===== src/rtl/octdac_pkg.sv =====
package octdac_pkg;

  // Global control word, laid out so that bit 0 of the write data is the
  // input-format bit and bit 4 is full power-down.
  typedef struct packed {
    logic       pwr_down;
    logic       dout_en;
    logic [1:0] ref_sel;
    logic       twos;
  } glb_ctrl_t;

  localparam int GLB_CTRL_W = $bits(glb_ctrl_t);

endpackage


===== src/rtl/octdac_wr_decode.sv =====
module octdac_wr_decode #(
  parameter int NCH    = 8,
  parameter int CODE_W = 8,
  parameter int ADDR_W = 4
) (
  input  logic                  wr_en,
  input  logic [ADDR_W-1:0]     wr_addr,
  input  logic [CODE_W-1:0]     code_in,
  input  logic                  twos_mode,
  output logic [NCH-1:0]        ch_we,
  output logic [NCH*CODE_W-1:0] ch_wdata,
  output logic                  glb_we,
  output logic                  pctl_we,
  output logic                  preset_we,
  output logic [CODE_W-1:0]     norm_code
);
  localparam int NPAIR    = NCH / 2;
  localparam int A_GLB    = NCH;
  localparam int A_PCTL   = NCH + 1;
  localparam int A_PRESET = NCH + 2;
  localparam int A_PAIR0  = NCH + 4;
  localparam logic [CODE_W-1:0] MSB_MASK = {1'b1, {(CODE_W-1){1'b0}}};

  // Format conversion: offset binary is two's complement with the sign flipped
  always_comb begin
    norm_code = code_in;
    if (twos_mode) norm_code = code_in ^ MSB_MASK;
  end

  assign glb_we    = wr_en && (wr_addr == ADDR_W'(A_GLB));
  assign pctl_we   = wr_en && (wr_addr == ADDR_W'(A_PCTL));
  assign preset_we = wr_en && (wr_addr == ADDR_W'(A_PRESET));

  for (genvar ch = 0; ch < NCH; ch++) begin : g_ch
    localparam int PAIR = ch / 2;
    logic hit_direct;
    logic hit_pair;
    assign hit_direct = wr_en && (wr_addr == ADDR_W'(ch));
    assign hit_pair   = wr_en && (wr_addr == ADDR_W'(A_PAIR0 + PAIR)) && (PAIR < NPAIR);
    assign ch_we[ch]  = hit_direct || hit_pair;
    if ((ch % 2) == 1) begin : g_second
      assign ch_wdata[ch*CODE_W +: CODE_W] = hit_pair ? ~norm_code : norm_code;
    end else begin : g_first
      assign ch_wdata[ch*CODE_W +: CODE_W] = norm_code;
    end
  end

endmodule


===== src/rtl/octdac_ctrl_regs.sv =====
module octdac_ctrl_regs
  import octdac_pkg::*;
#(
  parameter int NPAIR = 4
) (
  input  logic               clk,
  input  logic               rst,
  input  logic               glb_we,
  input  logic               pctl_we,
  input  logic [2*NPAIR-1:0] ctrl_in,
  output glb_ctrl_t          glb_q,
  output logic [NPAIR-1:0]   pair_pd,
  output logic [NPAIR-1:0]   pair_fast
);
  localparam int PCTL_W = 2 * NPAIR;

  logic [PCTL_W-1:0] pctl_q;

  always_ff @(posedge clk) begin
    if (rst) begin
      glb_q <= '0;
    end else if (glb_we) begin
      glb_q <= glb_ctrl_t'(ctrl_in[GLB_CTRL_W-1:0]);
    end
  end

  always_ff @(posedge clk) begin
    if (rst) begin
      pctl_q <= '0;
    end else if (pctl_we) begin
      pctl_q <= ctrl_in;
    end
  end

  assign pair_fast = pctl_q[NPAIR-1:0];
  assign pair_pd   = pctl_q[PCTL_W-1:NPAIR];

endmodule


===== src/rtl/octdac_chan_bank.sv =====
module octdac_chan_bank #(
  parameter int NCH    = 8,
  parameter int CODE_W = 8
) (
  input  logic                  clk,
  input  logic                  rst,
  input  logic [NCH-1:0]        ch_we,
  input  logic [NCH*CODE_W-1:0] ch_wdata,
  input  logic                  load_n,
  output logic [NCH*CODE_W-1:0] in_flat,
  output logic [NCH*CODE_W-1:0] out_flat
);

  for (genvar ch = 0; ch < NCH; ch++) begin : g_ch
    logic [CODE_W-1:0] in_q;
    logic [CODE_W-1:0] out_q;

    // Stage 1: host-facing input register
    always_ff @(posedge clk) begin
      if (rst) begin
        in_q <= '0;
      end else if (ch_we[ch]) begin
        in_q <= ch_wdata[ch*CODE_W +: CODE_W];
      end
    end

    // Stage 2: converter-facing register, gated by the load pin
    always_ff @(posedge clk) begin
      if (rst) begin
        out_q <= '0;
      end else if (!load_n) begin
        out_q <= in_q;
      end
    end

    assign in_flat[ch*CODE_W +: CODE_W]  = in_q;
    assign out_flat[ch*CODE_W +: CODE_W] = out_q;
  end

endmodule


===== src/rtl/octal_dac_regctl.sv =====
module octal_dac_regctl
  import octdac_pkg::*;
#(
  parameter int NCH    = 8,
  parameter int CODE_W = 8,
  parameter int DATA_W = 12,
  parameter int ADDR_W = 4
) (
  input  logic                  clk,
  input  logic                  rst,
  input  logic                  wr_en,
  input  logic [ADDR_W-1:0]     wr_addr,
  input  logic [DATA_W-1:0]     wr_data,
  input  logic                  load_n,
  input  logic                  preset_n,
  output logic [NCH*CODE_W-1:0] dac_code,
  output logic                  pwr_down_all,
  output logic                  dout_en,
  output logic [1:0]            ref_sel,
  output logic                  twos_mode,
  output logic [NCH/2-1:0]      pair_pd,
  output logic [NCH/2-1:0]      pair_fast
);
  localparam int NPAIR = NCH / 2;

  logic [NCH-1:0]        ch_we;
  logic [NCH*CODE_W-1:0] ch_wdata;
  logic                  glb_we;
  logic                  pctl_we;
  logic                  preset_we;
  logic [CODE_W-1:0]     norm_code;
  logic [NCH*CODE_W-1:0] in_flat;
  logic [NCH*CODE_W-1:0] out_flat;
  logic [CODE_W-1:0]     preset_q;
  glb_ctrl_t             glb_q;

  octdac_wr_decode #(
    .NCH(NCH), .CODE_W(CODE_W), .ADDR_W(ADDR_W)
  ) u_dec (
    .wr_en     (wr_en),
    .wr_addr   (wr_addr),
    .code_in   (wr_data[DATA_W-1 -: CODE_W]),
    .twos_mode (glb_q.twos),
    .ch_we     (ch_we),
    .ch_wdata  (ch_wdata),
    .glb_we    (glb_we),
    .pctl_we   (pctl_we),
    .preset_we (preset_we),
    .norm_code (norm_code)
  );

  octdac_ctrl_regs #(
    .NPAIR(NPAIR)
  ) u_ctrl (
    .clk       (clk),
    .rst       (rst),
    .glb_we    (glb_we),
    .pctl_we   (pctl_we),
    .ctrl_in   (wr_data[2*NPAIR-1:0]),
    .glb_q     (glb_q),
    .pair_pd   (pair_pd),
    .pair_fast (pair_fast)
  );

  octdac_chan_bank #(
    .NCH(NCH), .CODE_W(CODE_W)
  ) u_bank (
    .clk      (clk),
    .rst      (rst),
    .ch_we    (ch_we),
    .ch_wdata (ch_wdata),
    .load_n   (load_n),
    .in_flat  (in_flat),
    .out_flat (out_flat)
  );

  always_ff @(posedge clk) begin
    if (rst) begin
      preset_q <= '0;
    end else if (preset_we) begin
      preset_q <= norm_code;
    end
  end

  // Asynchronous override: the preset pin selects without a clock
  assign dac_code     = preset_n ? out_flat : {NCH{preset_q}};
  assign pwr_down_all = glb_q.pwr_down;
  assign dout_en      = glb_q.dout_en;
  assign ref_sel      = glb_q.ref_sel;
  assign twos_mode    = glb_q.twos;

endmodule


===== config.mk =====
export PLATFORM = sky130hd
export DESIGN_NAME = octal_dac_regctl
export DESIGN_NICKNAME = d
export VERILOG_FILES = /design/src/rtl/octdac_pkg.sv /design/src/rtl/octdac_wr_decode.sv /design/src/rtl/octdac_ctrl_regs.sv /design/src/rtl/octdac_chan_bank.sv /design/src/rtl/octal_dac_regctl.sv
export SDC_FILE = /design/constraint.sdc
export NUM_CORES = 1
export LEC_CHECK = 0
export ABC_AREA = 0
export BUFFER_PORTS_ARGS = -buffer_cell sky130_fd_sc_hd__clkbuf_2
export CORE_MARGIN = 2
export CORE_UTILIZATION = 35
export CTS_BUF_LIST = sky130_fd_sc_hd__clkbuf_4 sky130_fd_sc_hd__clkbuf_8 sky130_fd_sc_hd__clkbuf_16
export CTS_CLUSTER_DIAMETER = 120
export DETAILED_ROUTE_END_ITERATION = 6
export GPL_ROUTABILITY_DRIVEN = 0
export HOLD_SLACK_MARGIN = 0.02
export PLACE_DENSITY_LB_ADDON = 0.08
export REMOVE_ABC_BUFFERS = 1
export SYNTH_ARGS = -nofsm -noshare
export SYNTH_HDL_FRONTEND = slang
export SYNTH_SLANG_ARGS = --single-unit

===== constraint.sdc =====
create_clock -name clk -period 1.7 [get_ports clk]
set_clock_uncertainty 0.2 [all_clocks]
set_input_delay 0.255 -clock clk [delete_from_list [all_inputs] [get_ports clk]]
set_output_delay 0.255 -clock clk [all_outputs]
set_load 0.1 [all_outputs]

==> impl_metrics.csv <==
group,metric,value,unit
outcome,status,"complete, but fails checks",
outcome,violations,"setup timing",
logic_synthesis,yosysTopAreaCell,"dfxtp_1",
critical_path,critical_path_arrival,1250,ps
final_layout,final_cell_mix,"dfxtp_1, nor2_1, mux2i_1",
logic_synthesis,synth-edff-count,0,
global_routing,grt_pass1_vias,5528,
global_routing,grt_pass1_wl,30000,µm
timing,rsz0062_at_grt,"true",
global_routing,grt-ovfl-total,0,
final_layout,fillCellCount,1682,
final_layout,drive_above_1_share,30.5,%
cts,cts_buffers,17,
logic_synthesis,async_flop_share,0,%
critical_path,rr_worst_depth,4,
logic_synthesis,synth_cell_types,36,
cts,cts_tree,"built",
final_layout,final_common_cell,"dfxtp_1",
timing,layout_setup_ws,-1.25,ps
die,dieArea,19800,µm²
timing,report.final.slew_viol_count,0,
route,via_count,5568,
worst_hold_path,hold_depth,2,
critical_path,startpoint,"preset_q[0]",
logic_synthesis,synth_seq_cells,149,
global_routing,grt_max_degree,47,
die,io_pins,98,
logic_synthesis,synth_warnings,0,
die,die_w,141,µm
power_and_ir_drop,p_per_area,929,nW/µm²
critical_path,start_kind,"flip-flop",
die,core.rowCount,50,
critical_path,path_cells,"nand2b_4, buf_12, nand2_4, buf_12",
cts,cts_max_level,4,
cts,cts.sinks,149,
placed_design,port_buffers,97,
route,drc,0,
logic_synthesis,synthTopCellsByArea,"dfxtp_1, mux2i_1, nand2_1",
die,die_y,141,µm
cts,cts_buffer_depth,2,
route,routed_via_density,4.98,
route,firstDrtPassIters,5,
timing,min_period_over_period,100,%
critical_path,critical_path_required,1240,ps
cts,cts-root-buf,"clkbuf_16",
critical_path,crit_path_max_fanout,6,
logic_synthesis,synth_ff_type,"dfxtp_1",
logic_synthesis,syn_inst,760,
global_routing,antenna_found_initial,0,
timing,period_needed,1700,ps
critical_path,reg2reg_to,"u_bank.g_ch[5].in_q[7]",
die,start_util,35.4,%
final_layout,stdcell_count,1117,
route,wl,18500,µm
critical_path,slowest_stage,"dfxtp_2",
placed_design,hpwl,12900,µm
critical_path,crit_family,"flip-flops",
placed_design,place_ws,-94.8,ps
final_layout,syn2layout_area_growth,47.0,%
route,routedWlPerCell,16.6,µm
critical_path,crit_type,"flip-flop to output port",
die,coreArea,18500,µm²
timing,tightest_slew,548,ps
critical_path,crit_cells,4,
critical_path,r2r-start,"u_ctrl.glb_q[0]",
critical_path,critPathCapture,"dac_code[0]",
worst_hold_path,hold_class,"primary input to flip-flop",
critical_path,slowest_delay,350,ps
route,drt_iter0_drc,341,
cts,insertion_delay,420,ps
power_and_ir_drop,ir_drop,0.751,mV
critical_path,crit_top_cell,"buf_12",
timing,setup_viol,1,
critical_path,rrSetupSlack,180,ps
logic_synthesis,ys_seq_area_share,45.5,%
route,ant_nets,0,
logic_synthesis,syn_area,6550,µm²
job,timing.max_cap.violations,0,
timing,fmax,588,MHz
global_routing,grtUsageTotal,19.3,%
logic_synthesis,syn_avg_cell_area,8.62,µm²
logic_synthesis,yosys.area.top_type_share,45.5,%
final_layout,nNetsFinal,893,
critical_path,cp.buffers_inverters,2,
power_and_ir_drop,p_leak,4.19,nW
cts,path_clk_slew,60,ps
critical_path,endpoint_kind,"output port",
timing,timing.final.hold_violations,0,
final_layout,diodes,0,
final_layout,fin_util,52.0,%
placed_design,place_inst,1083,
timing,relSlewSlack,63.6,%
## cells by family after synthesis
logic type / count (synthesis) / synth area share (%)
AO/OA/AOI/OAI: 103 / 9.81
XOR/XNOR: 13 / 1.74
buffers and inverters: 78 / 5.67
flip-flops: 149 / 45.5
multiplexers: 107 / 16.3
AND/OR/NAND/NOR: 310 / 20.9
## cell type report
cell class / instances / area [µm²] / area share [%]
Inverter: 10 / 37.5 / 0.390
Multi-Input combinational cell: 533 / 3510 / 36.4
Clock buffer: 20 / 454 / 4.71
Sequential cell: 149 / 2990 / 31.1
Clock inverter: 10 / 228 / 2.36
Timing Repair Buffer: 161 / 2120 / 22.0
Tap cell: 234 / 293 / 3.04
## synthesized netlist by cell type, types with 10 or more instances
cell type,instances
nor3_1,13
a211oi_1,19
inv_1,10
nor2_1,114
dfxtp_1,149
mux2i_1,107
o21ai_0,17
xnor2_1,10
a21oi_1,44
clkbuf_1,46
nand2_1,146
o211ai_1,16
## through the flow
step                instance area (µm²)  setup TNS (ps)  hold WS [ps]  total power [mW]
CTS                                9570            -332          20.2              9.03
finish                             9640           -1.25          29.2              8.95
detailed placement                 8550           -3110           249              4.64
global placement                   8550           -1820           246              4.62
global route                       9640            -971          30.4              9.25
floorplan                          6220           -3940           124              4.12
## worst register-to-register path, cell delays in order, from the launching register on
cell and delay (ps):
dfxtp_2 360, xnor2_1 420, nor2_1 120, a22oi_1 220
nor3_1 80
## layer usage
| layer | share of wire (%) | global-route usage (%) | vias up |
|---|---|---|---|
| li1 | - | - | 2760 |
| met1 | 46 | 25.0 | 2648 |
| met2 | 48 | 31.9 | 146 |
| met3 | 4.5 | 4.96 | 14 |
| met4 | 1.1 | 5.63 | 0 |
| met5 | 0 | 0 | - |
## flip-flops by register name, summed over array words and instances, names as in the netlist
| signal | cells |
|---|---|
| u_bank.g_ch.in_q | 64 |
| u_bank.g_ch.out_q | 64 |
| preset_q | 8 |
| u_ctrl.pctl_q | 8 |
| u_ctrl.glb_q | 5 |
## how the worst min path moves through the flow
| stage | startpoint | endpoint |
|---|---|---|
| 2_1_floorplan | rst | preset_q[0] |
| 3_3_place_gp | u_bank.g_ch[1].in_q[6] | u_bank.g_ch[1].in_q[6] |
| 3_5_place_dp | u_bank.g_ch[1].in_q[6] | u_bank.g_ch[1].in_q[6] |
| 4_1_cts | rst | u_bank.g_ch[4].out_q[0] |
| 5_1_grt | rst | u_bank.g_ch[6].out_q[1] |
| 6_report | rst | u_bank.g_ch[4].in_q[0] |
## power breakdown
group | internal (mW) | switching [mW]
Combinational | 0.370 | 0.614
Sequential | 3.56 | 0.0446
Clock | 2.95 | 1.41
## timing repair
item | CTS | global route
buffers inserted | 0 | 0
endpoints found under the setup margin | 66 | 57
resized for setup | 88 | 25
cloned | 0 | 0
hold buffers | 4 | 0
endpoints found under the hold margin | 8 | 0
Power figures use the tool's default switching activity.
